$ cat config.mk
export PLATFORM = sky130hd
export DESIGN_NAME = swdec_run_ctrl
export DESIGN_NICKNAME = d
export VERILOG_FILES = /design/src/rtl/swdec_pkg.sv /design/src/rtl/swdec_stage_ctr.sv /design/src/rtl/swdec_tb_ctr.sv /design/src/rtl/swdec_run_ctrl.sv
export SDC_FILE = /design/constraint.sdc
export NUM_CORES = 1
export LEC_CHECK = 0
export ABC_AREA = 1
export ABC_CLOCK_PERIOD_IN_PS = 6400
export BUFFER_PORTS_ARGS = -buffer_cell sky130_fd_sc_hd__buf_2
export CORE_ASPECT_RATIO = 0.7
export CORE_UTILIZATION = 55
export DETAILED_ROUTE_END_ITERATION = 16
export PLACE_DENSITY = 0.83
export SYNTH_ARGS = -nofsm -noshare
export SYNTH_HDL_FRONTEND = slang
export SYNTH_SLANG_ARGS = --single-unit
export TNS_END_PERCENT = 100
$ cat constraint.sdc
create_clock -name clk -period 6.4 [get_ports clk]
set_clock_uncertainty 0.1 [all_clocks]
set_input_delay 0.64 -clock clk [delete_from_list [all_inputs] [get_ports clk]]
set_output_delay 0.64 -clock clk [all_outputs]
set_load 0.01 [all_outputs]
$ cat src/rtl/swdec_pkg.sv
package swdec_pkg;
  localparam logic [2:0] CMD_RUN    = 3'd1;
  localparam logic [2:0] CMD_STEP   = 3'd2;
  localparam logic [2:0] CMD_NEXT   = 3'd3;
  localparam logic [2:0] CMD_FINISH = 3'd4;

  localparam logic [1:0] STAT_IDLE   = 2'd0;
  localparam logic [1:0] STAT_RUN    = 2'd1;
  localparam logic [1:0] STAT_PAUSED = 2'd2;
  localparam logic [1:0] STAT_DONE   = 2'd3;

  typedef enum logic [2:0] {
    F_IDLE, F_ACC, F_TB, F_HOLD, F_EMU, F_DONE
  } fsm_t;
endpackage

$ cat src/rtl/swdec_stage_ctr.sv
module swdec_stage_ctr #(
  parameter int LW = 16
) (
  input  logic          clk,
  input  logic          rst,
  input  logic          init,
  input  logic          advance,
  input  logic          step,
  input  logic [LW-1:0] flen,
  input  logic [LW-1:0] rlen,
  input  logic [LW-1:0] clen,
  output logic [LW-1:0] acc_cnt,
  output logic [LW-1:0] target,
  output logic          hit
);
  localparam int XW = LW + 1;

  logic [XW-1:0] first_sum, next_sum, f_ext;

  always_comb begin
    f_ext     = {1'b0, flen};
    first_sum = {1'b0, rlen} + {1'b0, clen};
    next_sum  = {1'b0, target} + {1'b0, rlen};
    hit       = step && ((acc_cnt + 1'b1) == target);
  end

  always_ff @(posedge clk) begin
    if (rst) begin
      acc_cnt <= '0;
      target  <= '0;
    end else if (init) begin
      acc_cnt <= '0;
      target  <= (first_sum < f_ext) ? first_sum[LW-1:0] : flen;
    end else begin
      if (step)    acc_cnt <= acc_cnt + 1'b1;
      if (advance) target  <= (next_sum < f_ext) ? next_sum[LW-1:0] : flen;
    end
  end

  // accumulation never runs past the current window end
  a_r3_acc_in_window: assert property (@(posedge clk) disable iff (rst)
    acc_cnt <= target);
endmodule

$ cat src/rtl/swdec_tb_ctr.sv
module swdec_tb_ctr #(
  parameter int LW = 16
) (
  input  logic          clk,
  input  logic          rst,
  input  logic          init,
  input  logic          load,
  input  logic [LW-1:0] count,
  input  logic          step,
  output logic [LW-1:0] dec_cnt,
  output logic          last
);
  logic [LW-1:0] left;

  assign last = (left == {{(LW-1){1'b0}}, 1'b1});

  always_ff @(posedge clk) begin
    if (rst) begin
      left    <= '0;
      dec_cnt <= '0;
    end else begin
      if (load)      left <= count;
      else if (step) left <= left - 1'b1;
      if (init)      dec_cnt <= '0;
      else if (step) dec_cnt <= dec_cnt + 1'b1;
    end
  end

  // a traceback cycle always has a decision left to emit
  a_r6_no_underflow: assert property (@(posedge clk) disable iff (rst)
    step |-> (left != '0));
endmodule

$ cat src/rtl/swdec_run_ctrl.sv
module swdec_run_ctrl
  import swdec_pkg::*;
#(
  parameter int LW = 16
) (
  input  logic          clk,
  input  logic          rst,
  input  logic          cmd_valid,
  input  logic [2:0]    cmd_code,
  input  logic [LW-1:0] frame_len,
  input  logic [LW-1:0] rel_len,
  input  logic [LW-1:0] conv_len,
  input  logic [1:0]    emu_ctrl,
  input  logic          dbg_halt,
  input  logic          bm_valid,
  output logic          acc_en,
  output logic          tb_en,
  output logic [1:0]    status,
  output logic          err_flag,
  output logic          irq
);
  fsm_t st, nx;
  logic [LW-1:0] f_q, r_q, c_q, acc_cnt, target, dec_cnt, tb_n;
  logic [LW-1:0] sel_f, sel_r, sel_c;
  logic pause_mode, emu_ret;
  logic start_ok, resume_ok, cmd_bad, step, hit, init, advance, tb_load, tb_last;
  logic final_win, emu_tb, emu_fr, emu_hold, irq_nx;

  swdec_stage_ctr #(.LW(LW)) u_stage (
    .clk(clk), .rst(rst), .init(init), .advance(advance), .step(step),
    .flen(sel_f), .rlen(sel_r), .clen(sel_c),
    .acc_cnt(acc_cnt), .target(target), .hit(hit));

  swdec_tb_ctr #(.LW(LW)) u_tb (
    .clk(clk), .rst(rst), .init(init), .load(tb_load), .count(tb_n),
    .step(tb_en), .dec_cnt(dec_cnt), .last(tb_last));

  always_comb begin
    start_ok  = cmd_valid && (cmd_code == CMD_RUN || cmd_code == CMD_STEP) &&
                (st == F_IDLE || st == F_DONE);
    resume_ok = cmd_valid && (cmd_code == CMD_NEXT || cmd_code == CMD_FINISH) &&
                (st == F_HOLD);
    cmd_bad   = cmd_valid && !start_ok && !resume_ok;
    init      = start_ok;
    sel_f     = init ? frame_len : f_q;
    sel_r     = init ? rel_len   : r_q;
    sel_c     = init ? conv_len  : c_q;
    step      = (st == F_ACC) && bm_valid;
    final_win = (target == f_q);
    tb_n      = final_win ? (f_q - dec_cnt) : r_q;
    emu_hold  = dbg_halt && !emu_ctrl[0];
    emu_tb    = emu_hold && !emu_ctrl[1];
    emu_fr    = emu_hold && emu_ctrl[1];
    tb_en     = (st == F_TB);
    nx = st; tb_load = 1'b0; advance = 1'b0; irq_nx = 1'b0;
    case (st)
      F_IDLE, F_DONE: if (start_ok) nx = F_ACC;
      F_ACC: if (hit) begin
        if (pause_mode)  begin nx = F_HOLD; irq_nx = 1'b1; end
        else if (emu_tb) nx = F_EMU;
        else begin nx = F_TB; tb_load = 1'b1; end
      end
      F_TB: if (tb_last) begin
        if (!final_win) begin nx = F_ACC; advance = 1'b1; end
        else if (emu_fr) nx = F_EMU;
        else begin nx = F_DONE; irq_nx = 1'b1; end
      end
      F_HOLD: if (resume_ok) begin nx = F_TB; tb_load = 1'b1; end
      F_EMU: if (!emu_hold) begin
        if (emu_ret) begin nx = F_DONE; irq_nx = 1'b1; end
        else begin nx = F_TB; tb_load = 1'b1; end
      end
      default: nx = F_IDLE;
    endcase
    case (st)
      F_ACC, F_TB:    status = STAT_RUN;
      F_HOLD, F_EMU:  status = STAT_PAUSED;
      F_DONE:         status = STAT_DONE;
      default:        status = STAT_IDLE;
    endcase
  end

  always_ff @(posedge clk) begin
    if (rst) begin
      st <= F_IDLE; f_q <= '0; r_q <= '0; c_q <= '0;
      pause_mode <= 1'b0; emu_ret <= 1'b0;
      err_flag <= 1'b0; irq <= 1'b0; acc_en <= 1'b0;
    end else begin
      st     <= nx;
      irq    <= irq_nx;
      acc_en <= step;
      if (cmd_bad) err_flag <= 1'b1;
      if (init) begin
        f_q <= frame_len; r_q <= rel_len; c_q <= conv_len;
        pause_mode <= (cmd_code == CMD_STEP);
      end
      if (resume_ok && cmd_code == CMD_FINISH) pause_mode <= 1'b0;
      if (nx == F_EMU && st != F_EMU) emu_ret <= (st == F_TB);
    end
  end

  // every accumulation strobe traces back to an offered stage
  a_r4_bm_gate: assert property (@(posedge clk) disable iff (rst)
    acc_en |-> $past(bm_valid));
  // nothing is consumed or emitted once a pause has settled
  a_r3_pause_quiet: assert property (@(posedge clk) disable iff (rst)
    (status == STAT_PAUSED && $past(status) == STAT_PAUSED) |-> (!acc_en && !tb_en));
  // interrupt is a single-cycle pulse
  a_r9_irq_pulse: assert property (@(posedge clk) disable iff (rst)
    irq |=> !irq);
  // error flag is sticky
  a_r8_err_sticky: assert property (@(posedge clk) disable iff (rst)
    err_flag |=> err_flag);
  // decisions never exceed the frame length
  a_r6_dec_bound: assert property (@(posedge clk) disable iff (rst)
    dec_cnt <= f_q);
endmodule

# Word level (Yosys, flattened, before mapping)
# Cells that the tools add are included.
# totals
register_bits,120
inputBits,58
# op_classes
addsub,6
n_lt_le_gt_ge,2
eq_ne,14
muxes,40
n_reduce_logical,28
# ops
op,count
two-way mux 16 bit,10
adder 16 x 16 -> 17 bit,2
less-than comparator 17 x 16 -> 1 bit,2
adder 16 x 1 -> 16 bit (second input constant),2
== test 16 bit,2
two-way mux 3 bit,9
two-way mux 1 bit,17
== test 16 x 1 -> 1 bit (second input constant),1
subtractor 16 x 1 -> 16 bit (second input constant),1
subtractor 16 bit,1
one-hot mux 3 bit (5 select lines),1
logical AND 1 bit,13
== test 3 x 2 -> 1 bit (second input constant),4
== test 3 bit (second input constant),4
OR reduction 2 bit,5
== test 3 x 1 -> 1 bit (second input constant),2
one-hot mux 1 bit (3 select lines),2
one-hot mux 2 bit (3 select lines),1
logical NOT 1 bit,4
nonzero test 2 bit,2
logical NOT 3 bit,1
logical OR 1 bit,3
inequality test 3 bit (second input constant),1

# Depth between registers and ports, before layout
# Gate-level depths: netlist of the first run.
# logic_depth
ltp_word,10
depth_mapped,43

# Hierarchy
# From an unflattened synthesis of the first run, not the netlist that was laid out.
# hier_totals
cells_unflattened,1628
hier_area_um2,10410.0
# modules_own_cells
mod,n_inst,cells_per_inst,area_each_um2,seq_area_each_um2
swdec_stage_ctr,1,714,4700.8,640.6
swdec_run_ctrl,1,628,3812.4,1121.1
swdec_tb_ctr,1,286,1896.8,640.6

# Least setup slack after synthesis of the first run
# No wires, ideal clock.
# synth_timing
kind,input -> register
start,in cmd_code[2]
end,reg u_stage.target[0]
setup_ps,122
arrival_ps,4846
required_ps,6178
path_slack_ps,1332
stages,35
path_buffers,5
path_cell_list,inv_1 > nand2_1 > nor2_2 > nand2_4 > buf_12 > buf_2 > buf_2 > clkbuf_1 > o21ai_1 > inv_1 > ha_1 > fa_1 > a21oi_1 > inv_1 > nand3_1 > nand3_1 > nand2_1 > xor2_1 > inv_1 > ha_1 > nand2_1 > inv_1 > o21ai_0 > nand2_1 > nor2_1 > nand2_1 > nand2_1 > nand2_1 > nand2_1 > nand2_2 > a21boi_4 > nand2_4 > buf_8 > o211ai_1 > a21oi_1
# synth_via
elab_chain_cells,10
word_cells_on_any_way,17
classes_between,add/sub (2); order compare (2); eq/ne (2); mux (7); reduce/logical (4)
# synth_lines
item,line,text
"start, declared",swdec_run_ctrl.sv:9,"input logic [2:0] cmd_code,"
== test 3 x 1 -> 1 bit or == test 3 x 2 -> 1 bit (tied branches),swdec_run_ctrl.sv:39,start_ok = cmd_valid && (cmd_code == CMD_RUN || cmd_code == CMD_STEP) &&
logical OR 1 bit (*),swdec_run_ctrl.sv:39,
logical AND 1 bit (*) (2 in series),swdec_run_ctrl.sv:39,
two-way mux 16 bit (*),--,
net sel_r[0],swdec_run_ctrl.sv:24,"logic [LW-1:0] sel_f, sel_r, sel_c;"
adder 16 x 16 -> 17 bit,swdec_stage_ctr.sv:23,"next_sum = {1'b0, target} + {1'b0, rlen};"
less-than comparator 17 x 16 -> 1 bit,swdec_stage_ctr.sv:36,if (advance) target <= (next_sum < f_ext) ? next_sum[LW-1:0] : flen;
two-way mux 16 bit (2 in series),swdec_stage_ctr.sv:36,
two-way mux 16 bit (*),swdec_stage_ctr.sv:31,end else if (init) begin
"end signal, assigned",swdec_stage_ctr.sv:33,target <= (first_sum < f_ext) ? first_sum[LW-1:0] : flen;
"end signal, assigned",swdec_stage_ctr.sv:36,
"end, declared",swdec_stage_ctr.sv:13,"output logic [LW-1:0] target,"
# The timed path passes the listed nets; every way through them passes the cells marked *. The select of a mux whose other input is x is not followed.
# A chain may end at the register's enable or synchronous reset.

# Worst setup path in the final report of the first run
# layout_timing
start,reg st[0]
end,reg u_stage.target[11]
# layout_via
elab_chain_cells,9
word_cells_on_any_way,18
classes_between,add/sub (2); order compare (2); eq/ne (2); mux (8); reduce/logical (4)
# layout_lines
item,line,text
"start, declared",swdec_run_ctrl.sv:22,"fsm_t st, nx;"
"start signal, assigned",swdec_run_ctrl.sv:89,st <= nx;
== test 3 bit or logical NOT 3 bit (tied branches),swdec_run_ctrl.sv:40,(st == F_IDLE || st == F_DONE);
logical OR 1 bit (*),swdec_run_ctrl.sv:40,
logical AND 1 bit (*),swdec_run_ctrl.sv:39,
two-way mux 16 bit (*),--,
net sel_r[8],swdec_run_ctrl.sv:24,
adder 16 x 16 -> 17 bit,swdec_stage_ctr.sv:23,
less-than comparator 17 x 16 -> 1 bit,swdec_stage_ctr.sv:36,
two-way mux 16 bit (2 in series),swdec_stage_ctr.sv:36,
two-way mux 16 bit (*),swdec_stage_ctr.sv:31,
# Marks and branches as above.

==> results.py, run 1 <==
metrics = {
    "finish": {
        "fill_cells": 1696,
        "regArea_sq_mm": 0.00240,
        "multiInputGateArea_sq_mm": 0.00682,
        "layout-drive-gt1-share": 0.110,
        "nets": 1814,
        "area_delta_synth_final_pct": 10.3,
    },
    "die": {
        "die_h_um": 117,
        "ioPinCount": 64,
        "start_util": 0.567,
        "die_area_sq_mm": 0.0193,
        "num_rows": 41,
        "core_region_area_sq_mm": 0.0182,
        "die_width_um": 166,
    },
    "sta": {
        "fin_crit_ns": 5.56,
        "finalCritPeriodShare": 0.869,
        "hold-worst-slack_ns": 0.334,
        "fin_setup_tns_ns": 0,
        "relSlewSlack": 0.331,
        "fin_ws_ns": 0.838,
        "worst_pin_slew_ns": 0.993,
        "setup_violations": 0,
        "fmax_mhz": 180,
        "drv_slew": 0,
        "rsz0062_at_grt": "false",
        "hold_viol": 0,
    },
    "cts": {
        "cts.sinks": 120,
        "cts-buffers-inserted": 17,
        "cts_resized": 0,
        "cts_tree": "yes",
        "cts_post_setup_buffers_inserted": 0,
        "clk_latency_ns": 0.43,
        "cts.clk_slew.worst_paths_ns": 0.06,
        "ctsHtreeMaxLevel": 4,
        "clock-root-buffer": "clkbuf_16",
        "cts_buffer_depth": 2,
        "cts_hold_buf": 0,
    },
    "job": {
        "cap_violations": 0,
    },
    "global_routing": {
        "grt_pass1_vias": 9475,
        "met2_usage": 0.490,
        "busiest_layer": "met2",
        "grt_max_degree": 66,
        "grt_usage": 0.330,
        "grt.met3_usage": 0.0698,
        "grt_pass1_wl_um": 49600,
        "met1_usage": 0.475,
        "grt_overflow": 0,
        "antenna_found_initial": 1,
    },
    "setup_path": {
        "path_max_fanout": 29,
        "cpMostUsedCell": "nand2_1",
        "end_kind": "register",
        "critical_path.max_stage_delay_ns": 0.44,
        "cp-start-kind": "register",
        "required_ns": 6.63,
        "r2r_cells": 32,
        "arrival_ns": 5.79,
        "worst-setup-path-type": "reg2reg",
        "cp_slowest_cell": "dfxtp_1",
    },
    "placed_design": {
        "gp_congestion": 0.980,
        "dpl.hpwl_um": 24700,
        "io_buffers": 63,
        "post-place-ws_ns": 0.742,
    },
    "routing": {
        "detail-route-antenna-nets": 0,
        "drtIter0Drc": 1213,
        "firstDrtPassIters": 12,
        "wl_um": 31800,
        "vias": 11000,
        "wl_per_cell_um": 16.6,
        "avgViaCountPerCell": 5.72,
        "drc": 2,
    },
    "synthesis": {
        "syn-num-nets": 1766,
        "yosys-top-cells-count": "378 x nand2_1, 226 x inv_1, 173 x nor2_1, 120 x dfxtp_1, 118 x o21ai_0",
        "seq_area_frac_synth": 0.233,
        "async_flop_share": 0,
        "yosysMostFrequentCell": "nand2_1",
        "synth_edf_count": 0,
        "synth_cells": 1626,
        "ys.flop_type": "dfxtp_1",
        "ys_ff_latch": 120,
        "avgSynthCellArea_sq_um": 6.35,
        "yosysTopAreaCell": "dfxtp_1",
        "synth_top_cell_area_share": 0.233,
        "yosys_warnings": 0,
        "synth_cell_type_count": 59,
        "synthesis.area_sq_mm": 0.0103,
        "synthTopCellsByArea": "dfxtp_1 23%, nand2_1 14%, ha_1 9.6%",
    },
    "run_status": {
        "outcome": "finished with violations",
        "violations": "DRC",
    },
    "hold_path": {
        "hp-class": "in2reg",
        "hold_depth": 2,
    },
    "power": {
        "finalPower_mw": 2.67,
        "power.leakage_nw": 5.73,
        "ir_drop_mv": 0.191,
        "power_density_mw_per_mm2": 234,
    },
}
## worst paths after layout
check,start,to,slack (ns)
worst max-delay path,st[0],u_stage.target[11],0.84
worst min-delay path,cmd_code[2],pause_mode,0.33
worst max register to register,st[0],u_stage.target[11],0.84
worst min register to register,u_tb.dec_cnt[5],u_tb.dec_cnt[5],0.38
## power by group
part	total (mW)	switching, mW	internal, mW
clock network	0.996	0.399	0.598
logic	0.863	0.571	0.292
registers	0.809	0.0341	0.775
total	2.67	1.00	1.67
## through the flow
step | util | cell area (sq um) | std cells
2_1_floorplan | - | 10300 | 1626
3_3_place_gp | 0.592 | 10800 | 1891
3_5_place_dp | 0.592 | 10800 | 1891
4_1_cts | 0.625 | 11400 | 1923
5_1_grt | 0.625 | 11400 | 1923
6_report | 0.625 | 11400 | 1924
## cells by family after synthesis
kind of cell | synth area share
compound gates | 0.153
fa+ha+maj | 0.102
flops | 0.233
simple gates | 0.354
xor+xnor | 0.0463
mux | 0.00582
buf+inv | 0.106
## layout make-up
cell class	count	share of cell area
Multi-Input combinational cell	1228	0.599
Sequential cell	120	0.211
Clock inverter	13	0.0128
Inverter	235	0.0775
Timing Repair Buffer	72	0.0336
Clock buffer	19	0.0398
Tap cell	236	0.0259
Antenna cell	1	0.000220
## layout by cell type (no fill, tap or decap), drive strengths merged, types with 7 or more instances in the layout
master  count
nand3     115
or2        17
nand3b     14
clkinv      7
nor4        8
nand4      39
o211ai      8
dfxtp     120
nor2      177
xnor2      21
nor3       20
clkbuf     19
a211oi      7
nand2     409
ha         79
xor2       31
a21oi     114
o21ai     129
buf        72
inv       236
## layer usage
| metal | share of wire | vias to the layer above | wire [um] |
|---|---|---|---|
| met3 | 0.11 | 57 | 3430 |
| met4 | 0.022 | 0 | 690 |
| li1 | - | 5413 | - |
| met2 | 0.41 | 539 | 12900 |
| met1 | 0.46 | 4990 | 14800 |
| met5 | 0 | - | 0 |
## registers in the layout (all words and copies together) (netlist names)
register / count
pause_mode: 1
r_q: 16
u_stage.acc_cnt: 16
acc_en: 1
c_q: 16
err_flag: 1
st: 3
emu_ret: 1
u_tb.left: 16
f_q: 16
irq: 1
u_tb.dec_cnt: 16
u_stage.target: 16
## worst max-delay path, delay by kind of cell, from the launching register on
kind,cells,cell delay (ns)
AOI/OAI and AO/OA,5,1.14
buffers and inverters,6,0.93
DFF,1,0.44
and+or+nand+nor,19,2.15
adders and majority gates,2,0.70
(Power assumes the default switching activity.)
==> run 2: changes to the inputs <==
--- a/config.mk
+++ b/config.mk
@@ -6,7 +6,7 @@
 export NUM_CORES = 1
 export LEC_CHECK = 0
 export ABC_AREA = 1
-export ABC_CLOCK_PERIOD_IN_PS = 6400
+export ABC_CLOCK_PERIOD_IN_PS = 5700
 export BUFFER_PORTS_ARGS = -buffer_cell sky130_fd_sc_hd__buf_2
 export CORE_ASPECT_RATIO = 0.7
 export CORE_UTILIZATION = 55
==> constraint.sdc (replaced) <==
create_clock -name clk -period 5.7 [get_ports clk]
set_clock_uncertainty 0.1 [all_clocks]
set_input_delay 0.285 -clock clk [delete_from_list [all_inputs] [get_ports clk]]
set_output_delay 0.285 -clock clk [all_outputs]
set_load 0.01 [all_outputs]
==> run 2 against run 1 <==
  * The flow still finishes with violations (DRC)
  * Cell count grew 0.42%
  * Non-clock buffer count is 8 higher
  * Global-route usage rose by 1.1 points
  * Routed wire length grew 3.6%
  * Register-to-register slack lost 0.44 ns
  * Clock power rose by 4%
  * Via count grew 1.5%
  * Critical path type is now in2reg
  * Critical endpoint is now u_stage.target[12]
==> results.py, run 2 (same netlist as run 1, synthesis figures left out) <==
metrics = {
    "run_status": {
        "violations": "DRC",
        "outcome": "finished with violations",
    },
    "setup_path": {
        "timing.rr.start": "st[1]",
        "cpMostUsedCell": "nand2_1",
        "worst-setup-path-type": "in2reg",
        "required_ns": 5.97,
        "cp-start-kind": "input pin",
        "worst-path-buf-inv": 5,
        "end_kind": "register",
        "r2r_slack_ns": 0.40,
        "critical_path.top_delay_family": "simple AND/OR/NAND/NOR gates",
        "critical_path.max_stage_delay_ns": 0.60,
        "path_max_fanout": 23,
        "r2r_cells": 25,
        "reg2reg_to": "u_stage.target[12]",
        "cp_slowest_cell": "o21ai_0",
        "arrival_ns": 5.63,
    },
    "die": {
        "die_area_sq_mm": 0.0193,
        "die_h_um": 117,
        "num_rows": 41,
        "start_util": 0.567,
        "die_width_um": 166,
        "core_region_area_sq_mm": 0.0182,
        "ioPinCount": 64,
    },
    "power": {
        "internal-power_mw": 1.82,
        "switching_share": 0.388,
        "ir_drop_mv": 0.177,
        "clkPwrFrac": 0.351,
        "finalPower_mw": 2.97,
        "power_density_mw_per_mm2": 259,
        "p_switching_mw": 1.15,
        "seq_power_share": 0.306,
        "comb_power_share": 0.343,
        "power.leakage_nw": 5.75,
    },
    "routing": {
        "wl_per_cell_um": 17.1,
        "firstDrtPassIters": 13,
        "avgViaCountPerCell": 5.78,
        "vias": 11200,
        "wl_um": 33000,
        "detail-route-antenna-nets": 0,
        "drtIter0Drc": 1385,
        "drc": 1,
    },
    "sta": {
        "relSlewSlack": 0.369,
        "fmax_mhz": 187,
        "hold_viol": 0,
        "worst_pin_slew_ns": 0.937,
        "drv_slew": 0,
        "fin_crit_ns": 5.36,
        "setup_violations": 0,
        "rsz0062_at_grt": "false",
        "finalCritPeriodShare": 0.941,
        "fin_ws_ns": 0.339,
        "fin_setup_tns_ns": 0,
        "hold-worst-slack_ns": 0.0397,
    },
    "finish": {
        "fin_util": 0.630,
        "layout-drive-gt1-share": 0.117,
        "diodes": 0,
        "area_delta_synth_final_pct": 11.1,
        "fin_area_sq_mm": 0.0115,
        "nets": 1823,
        "mostFrequentLayoutCell": "nand2_1",
        "stdcell_count": 1932,
        "fill_cells": 1671,
        "layout_common_cells": "378 x nand2_1, 226 x inv_1, 173 x nor2_1, 118 x dfxtp_1, 114 x o21ai_0",
    },
    "global_routing": {
        "antenna_found_initial": 0,
        "grt_pass1_vias": 9548,
        "grt_max_degree": 66,
        "grt_pass1_wl_um": 50800,
        "grt_overflow": 0,
        "grt_usage": 0.341,
    },
    "cts": {
        "cts.sinks": 120,
        "cts_buffer_depth": 2,
        "clock-root-buffer": "clkbuf_16",
        "clk_latency_ns": 0.43,
        "ctsHtreeMaxLevel": 4,
        "cts.clk_slew.worst_paths_ns": 0.06,
        "cts-buffers-inserted": 17,
        "cts_tree": "yes",
    },
    "placed_design": {
        "postPlaceCellArea_sq_mm": 0.0108,
        "io_buffers": 63,
        "dp_cells": 1897,
        "post-place-ws_ns": 0.385,
        "gp_congestion": 1.00,
        "dpl.hpwl_um": 25900,
    },
    "hold_path": {
        "hold_end": "r_q[8]",
        "min_from": "rel_len[8]",
        "hp-class": "in2reg",
        "hold_depth": 3,
    },
    "job": {
        "cap_violations": 0,
    },
}
## run 2: changes by cell type in the layout (fill, tap and decap cells not counted), sizes merged
cell / delta
buf: +7
bufinv: -1
clkbuf: -1
clkinvlp: +3
diode: -1
dlygate4sd3: +1
inv: -1
nand3: +1
## run 2: how the worst max path moves through the flow
stage,cells past startpoint,from,slack [ns],end
2_1_floorplan,34,st[0],0.85,u_stage.target[0]
3_3_place_gp,22,st[2],0.56,u_stage.target[12]
3_5_place_dp,22,st[2],0.39,u_stage.target[10]
4_1_cts,25,cmd_code[2],0.26,u_stage.target[12]
5_1_grt,37,cmd_code[2],0.01,u_stage.target[2]
6_report,31,cmd_code[2],0.34,u_stage.target[12]
## run 2: power groups by stage
stage               combinational (mW)  clock, mW  sequential [mW]
floorplan                        0.709          0            0.910
global placement                 0.923          0            0.925
detailed placement               0.940          0            0.925
CTS                              0.948       1.05            0.907
global route                      1.12       1.08            0.911
finish                            1.02       1.04            0.909
## run 2: timing repair
item | 4_1_cts | 5_1_grt
hold endpoints to repair | 1 | 0
gates resized for setup | 0 | 15
hold buffers | 1 | 0
setup endpoints to repair | 0 | 16
buffers inserted | 0 | 1
## run 2: metal layers
layer  vias to the layer above  wire length [um]  global-route usage
met5                         -                 0                   0
met4                         0               727               0.102
li1                       5444                 -                   -
met3                        56              4470              0.0847
met1                      5021             14900               0.499
met2                       644             12900               0.487
## run 2: cell type report
type,count,area [sq um],area share
multi-input combinational,1229,6880,0.600
sequential,120,2400,0.210
inverter,235,886,0.0772
timing repair buffer,80,445,0.0388
clock buffer,18,429,0.0374
tap,236,295,0.0257
clock inverter,14,126,0.0110
## run 2: worst reg2reg max path, delay by kind of cell, from the launching register on
| family | cells | cell delay (ns) |
|---|---|---|
| fa+ha+maj | 2 | 0.63 |
| buf+inv | 4 | 0.64 |
| xor+xnor | 1 | 0.17 |
| flops | 1 | 0.38 |
| simple gates | 13 | 2.30 |
| compound gates | 5 | 0.96 |
==> run 3: changes to the inputs <==
--- a/config.mk
+++ b/config.mk
@@ -5,14 +5,15 @@
 export SDC_FILE = /design/constraint.sdc
 export NUM_CORES = 1
 export LEC_CHECK = 0
-export ABC_AREA = 1
 export ABC_CLOCK_PERIOD_IN_PS = 5700
 export BUFFER_PORTS_ARGS = -buffer_cell sky130_fd_sc_hd__buf_2
 export CORE_ASPECT_RATIO = 0.7
 export CORE_UTILIZATION = 55
 export DETAILED_ROUTE_END_ITERATION = 16
-export PLACE_DENSITY = 0.83
+export MAX_ROUTING_LAYER = met4
+export PLACE_DENSITY = 0.84
 export SYNTH_ARGS = -nofsm -noshare
 export SYNTH_HDL_FRONTEND = slang
+export SYNTH_HIERARCHICAL = 1
 export SYNTH_SLANG_ARGS = --single-unit
 export TNS_END_PERCENT = 100
==> run 3 against run 2 <==
  * The flow now finishes without violations
  * Clock power about the same
  * Worst hold slack better by 0.028 ns
  * Flip-flop and latch count unchanged
  * Largest power group unchanged
==> results.py, run 3 <==
metrics = {
    "cts": {
        "cts-buffers-inserted": 17,
        "cts_tree": "yes",
        "clock-root-buffer": "clkbuf_16",
        "cts_hold_buf": 0,
        "cts.sinks": 120,
        "cts.clk_slew.worst_paths_ns": 0.06,
        "clk_latency_ns": 0.43,
        "cts_buffer_depth": 2,
        "ctsHtreeMaxLevel": 4,
    },
    "routing": {
        "wl_um": 27600,
        "vias": 8806,
        "detail-route-antenna-nets": 0,
        "firstDrtPassIters": 7,
        "avgViaCountPerCell": 6.15,
        "wl_per_cell_um": 19.3,
        "drtIter0Drc": 982,
        "drc": 0,
    },
    "synthesis": {
        "ys_ff_latch": 120,
        "synth_cell_type_count": 73,
        "synth_edf_count": 0,
        "synthesis.area_sq_mm": 0.00956,
        "yosys_warnings": 6,
        "synth_cells": 1090,
        "avgSynthCellArea_sq_um": 8.77,
        "yosysTopAreaCell": "dfxtp_1",
        "async_flop_share": 0,
        "yosysMostFrequentCell": "dfxtp_1",
        "synth_top_cell_area_share": 0.251,
        "ys.flop_type": "dfxtp_1",
        "yosys-top-cells-count": "120 x dfxtp_1, 95 x nor2_1, 81 x ha_1, 59 x a21oi_1, 59 x nand2_1",
        "seq_area_frac_synth": 0.251,
        "synthTopCellsByArea": "dfxtp_1 25%, ha_1 11%, mux2_4 6.6%",
        "syn-num-nets": 1232,
    },
    "job": {
        "cap_violations": 0,
    },
    "finish": {
        "diodes": 0,
        "nets": 1339,
        "layout_common_cells": "119 x dfxtp_1, 92 x nor2_1, 80 x ha_1, 63 x buf_2, 59 x nand2_1",
        "area_delta_synth_final_pct": 17.4,
        "stdcell_count": 1433,
        "fin_util": 0.674,
        "layout-drive-gt1-share": 0.231,
        "fill_cells": 1289,
        "mostFrequentLayoutCell": "dfxtp_1",
    },
    "sta": {
        "relSlewSlack": 0.528,
        "setup_violations": 0,
        "worst_pin_slew_ns": 0.707,
        "fin_setup_tns_ns": 0,
        "drv_slew": 0,
        "finalCritPeriodShare": 0.977,
        "fin_ws_ns": 0.132,
        "fin_crit_ns": 5.57,
        "fmax_mhz": 180,
        "hold_viol": 0,
    },
    "die": {
        "num_rows": 39,
        "die_h_um": 112,
        "ioPinCount": 64,
        "die_width_um": 160,
        "die_area_sq_mm": 0.0179,
        "core_region_area_sq_mm": 0.0166,
        "start_util": 0.574,
    },
    "hold_path": {
        "hp-class": "in2reg",
    },
    "setup_path": {
        "startpoint": "st[2]",
        "r2r_cells": 23,
        "cp-start-kind": "register",
        "setup.worst_path.end": "u_stage/target[4]",
        "r2r_slack_ns": 0.13,
        "path_max_fanout": 11,
        "worst-setup-path-type": "reg2reg",
        "arrival_ns": 5.74,
        "required_ns": 5.87,
        "timing.rr.start": "st[2]",
        "reg2reg_to": "u_stage/target[4]",
        "end_kind": "register",
    },
    "power": {
        "power_density_mw_per_mm2": 256,
        "ir_drop_mv": 0.197,
        "finalPower_mw": 2.87,
        "power.leakage_nw": 5.05,
    },
    "placed_design": {
        "dpl.hpwl_um": 20200,
        "io_buffers": 63,
        "dp_cells": 1394,
        "post-place-ws_ns": -0.313,
        "gp_congestion": 0.960,
    },
    "global_routing": {
        "grt_usage": 0.312,
        "grt_pass1_vias": 8267,
        "grt_pass1_wl_um": 43100,
        "grt_max_degree": 55,
        "antenna_found_initial": 0,
        "grt_overflow": 0,
    },
    "run_status": {
        "outcome": "completed",
    },
}
run 3: cell count changes after synthesis, sizes merged, moves of 66 or more:
cell,previous run,this run
nand2,409,59
inv,233,50
mux2,0,66
nand3,115,28
nor2,177,96
o21ai,129,37
run 3: final cells by class:
type                       count  area, sq um  area share
timing repair buffer         127          861      0.0767
clock buffer                  21          460      0.0410
multi-input combinational    881         6930       0.617
tap                          225          282      0.0251
clock inverter                 9          101     0.00903
inverter                      50          188      0.0167
sequential                   120         2400       0.214
run 3: routing by layer:
metal | track usage | part of all wire | routed length [um]
met5 | - | 0 | 0
met2 | 0.468 | 0.44 | 12100
met3 | 0.0536 | 0.082 | 2270
met4 | 0.0865 | 0.017 | 476
met1 | 0.430 | 0.46 | 12800
run 3: per-stage QoR:
step,instance area (sq um),hold slack [ns]
2_1_floorplan,9560,0.257
3_3_place_gp,10400,0.364
3_5_place_dp,10400,0.382
4_1_cts,10900,0.0530
5_1_grt,11200,0.105
6_report,11200,0.0679
run 3: how the worst min path moves through the flow:
stage / start / endpoint / depth (start not counted)
after global placement: err_flag / err_flag / 2
final: cmd_valid / err_flag / 3
after global routing: conv_len[13] / c_q[13] / 3
after detailed placement: err_flag / err_flag / 2
after floorplan: rst / u_tb/left[15] / 1
after CTS: cmd_valid / err_flag / 3
run 3: cell families after synthesis:
logic type	Yosys count	share of synthesized area
xor+xnor	107	0.0981
mux	86	0.115
compound gates	234	0.170
flops	120	0.251
buf+inv	89	0.0458
simple gates	370	0.208
fa+ha+maj	84	0.112
run 3: what timing repair did:
action,CTS,global route
setup endpoints to repair,10,16
setup buffers,1,8
cloned,0,1
pin swaps,0,16
gates resized for setup,6,43
hold endpoints to repair,0,0
run 3: power breakdown:
group          switching, mW  internal, mW
combinational          0.485         0.438
sequential            0.0270         0.862
clock                  0.403         0.657
total                  0.915          1.96
run 3: critical path, cell delays in order (launching register included):
cell and delay [ns]:
dfxtp_2 0.35, nor2b_1 0.17, nor4b_4 0.41, buf_6 0.21, buf_12 0.16, mux2_4 0.33, ha_1 0.36, a21oi_2 0.10
buf_4 0.14, o21ai_0 0.28, a22oi_1 0.16, a31oi_1 0.26, xor2_1 0.23, ha_1 0.31, nand3_1 0.15, nor3_2 0.08
o211ai_1 0.10, a21oi_1 0.07, buf_4 0.17, a311oi_4 0.37, buf_6 0.20, mux2_2 0.35, a211oi_2 0.25, a211oi_1 0.09
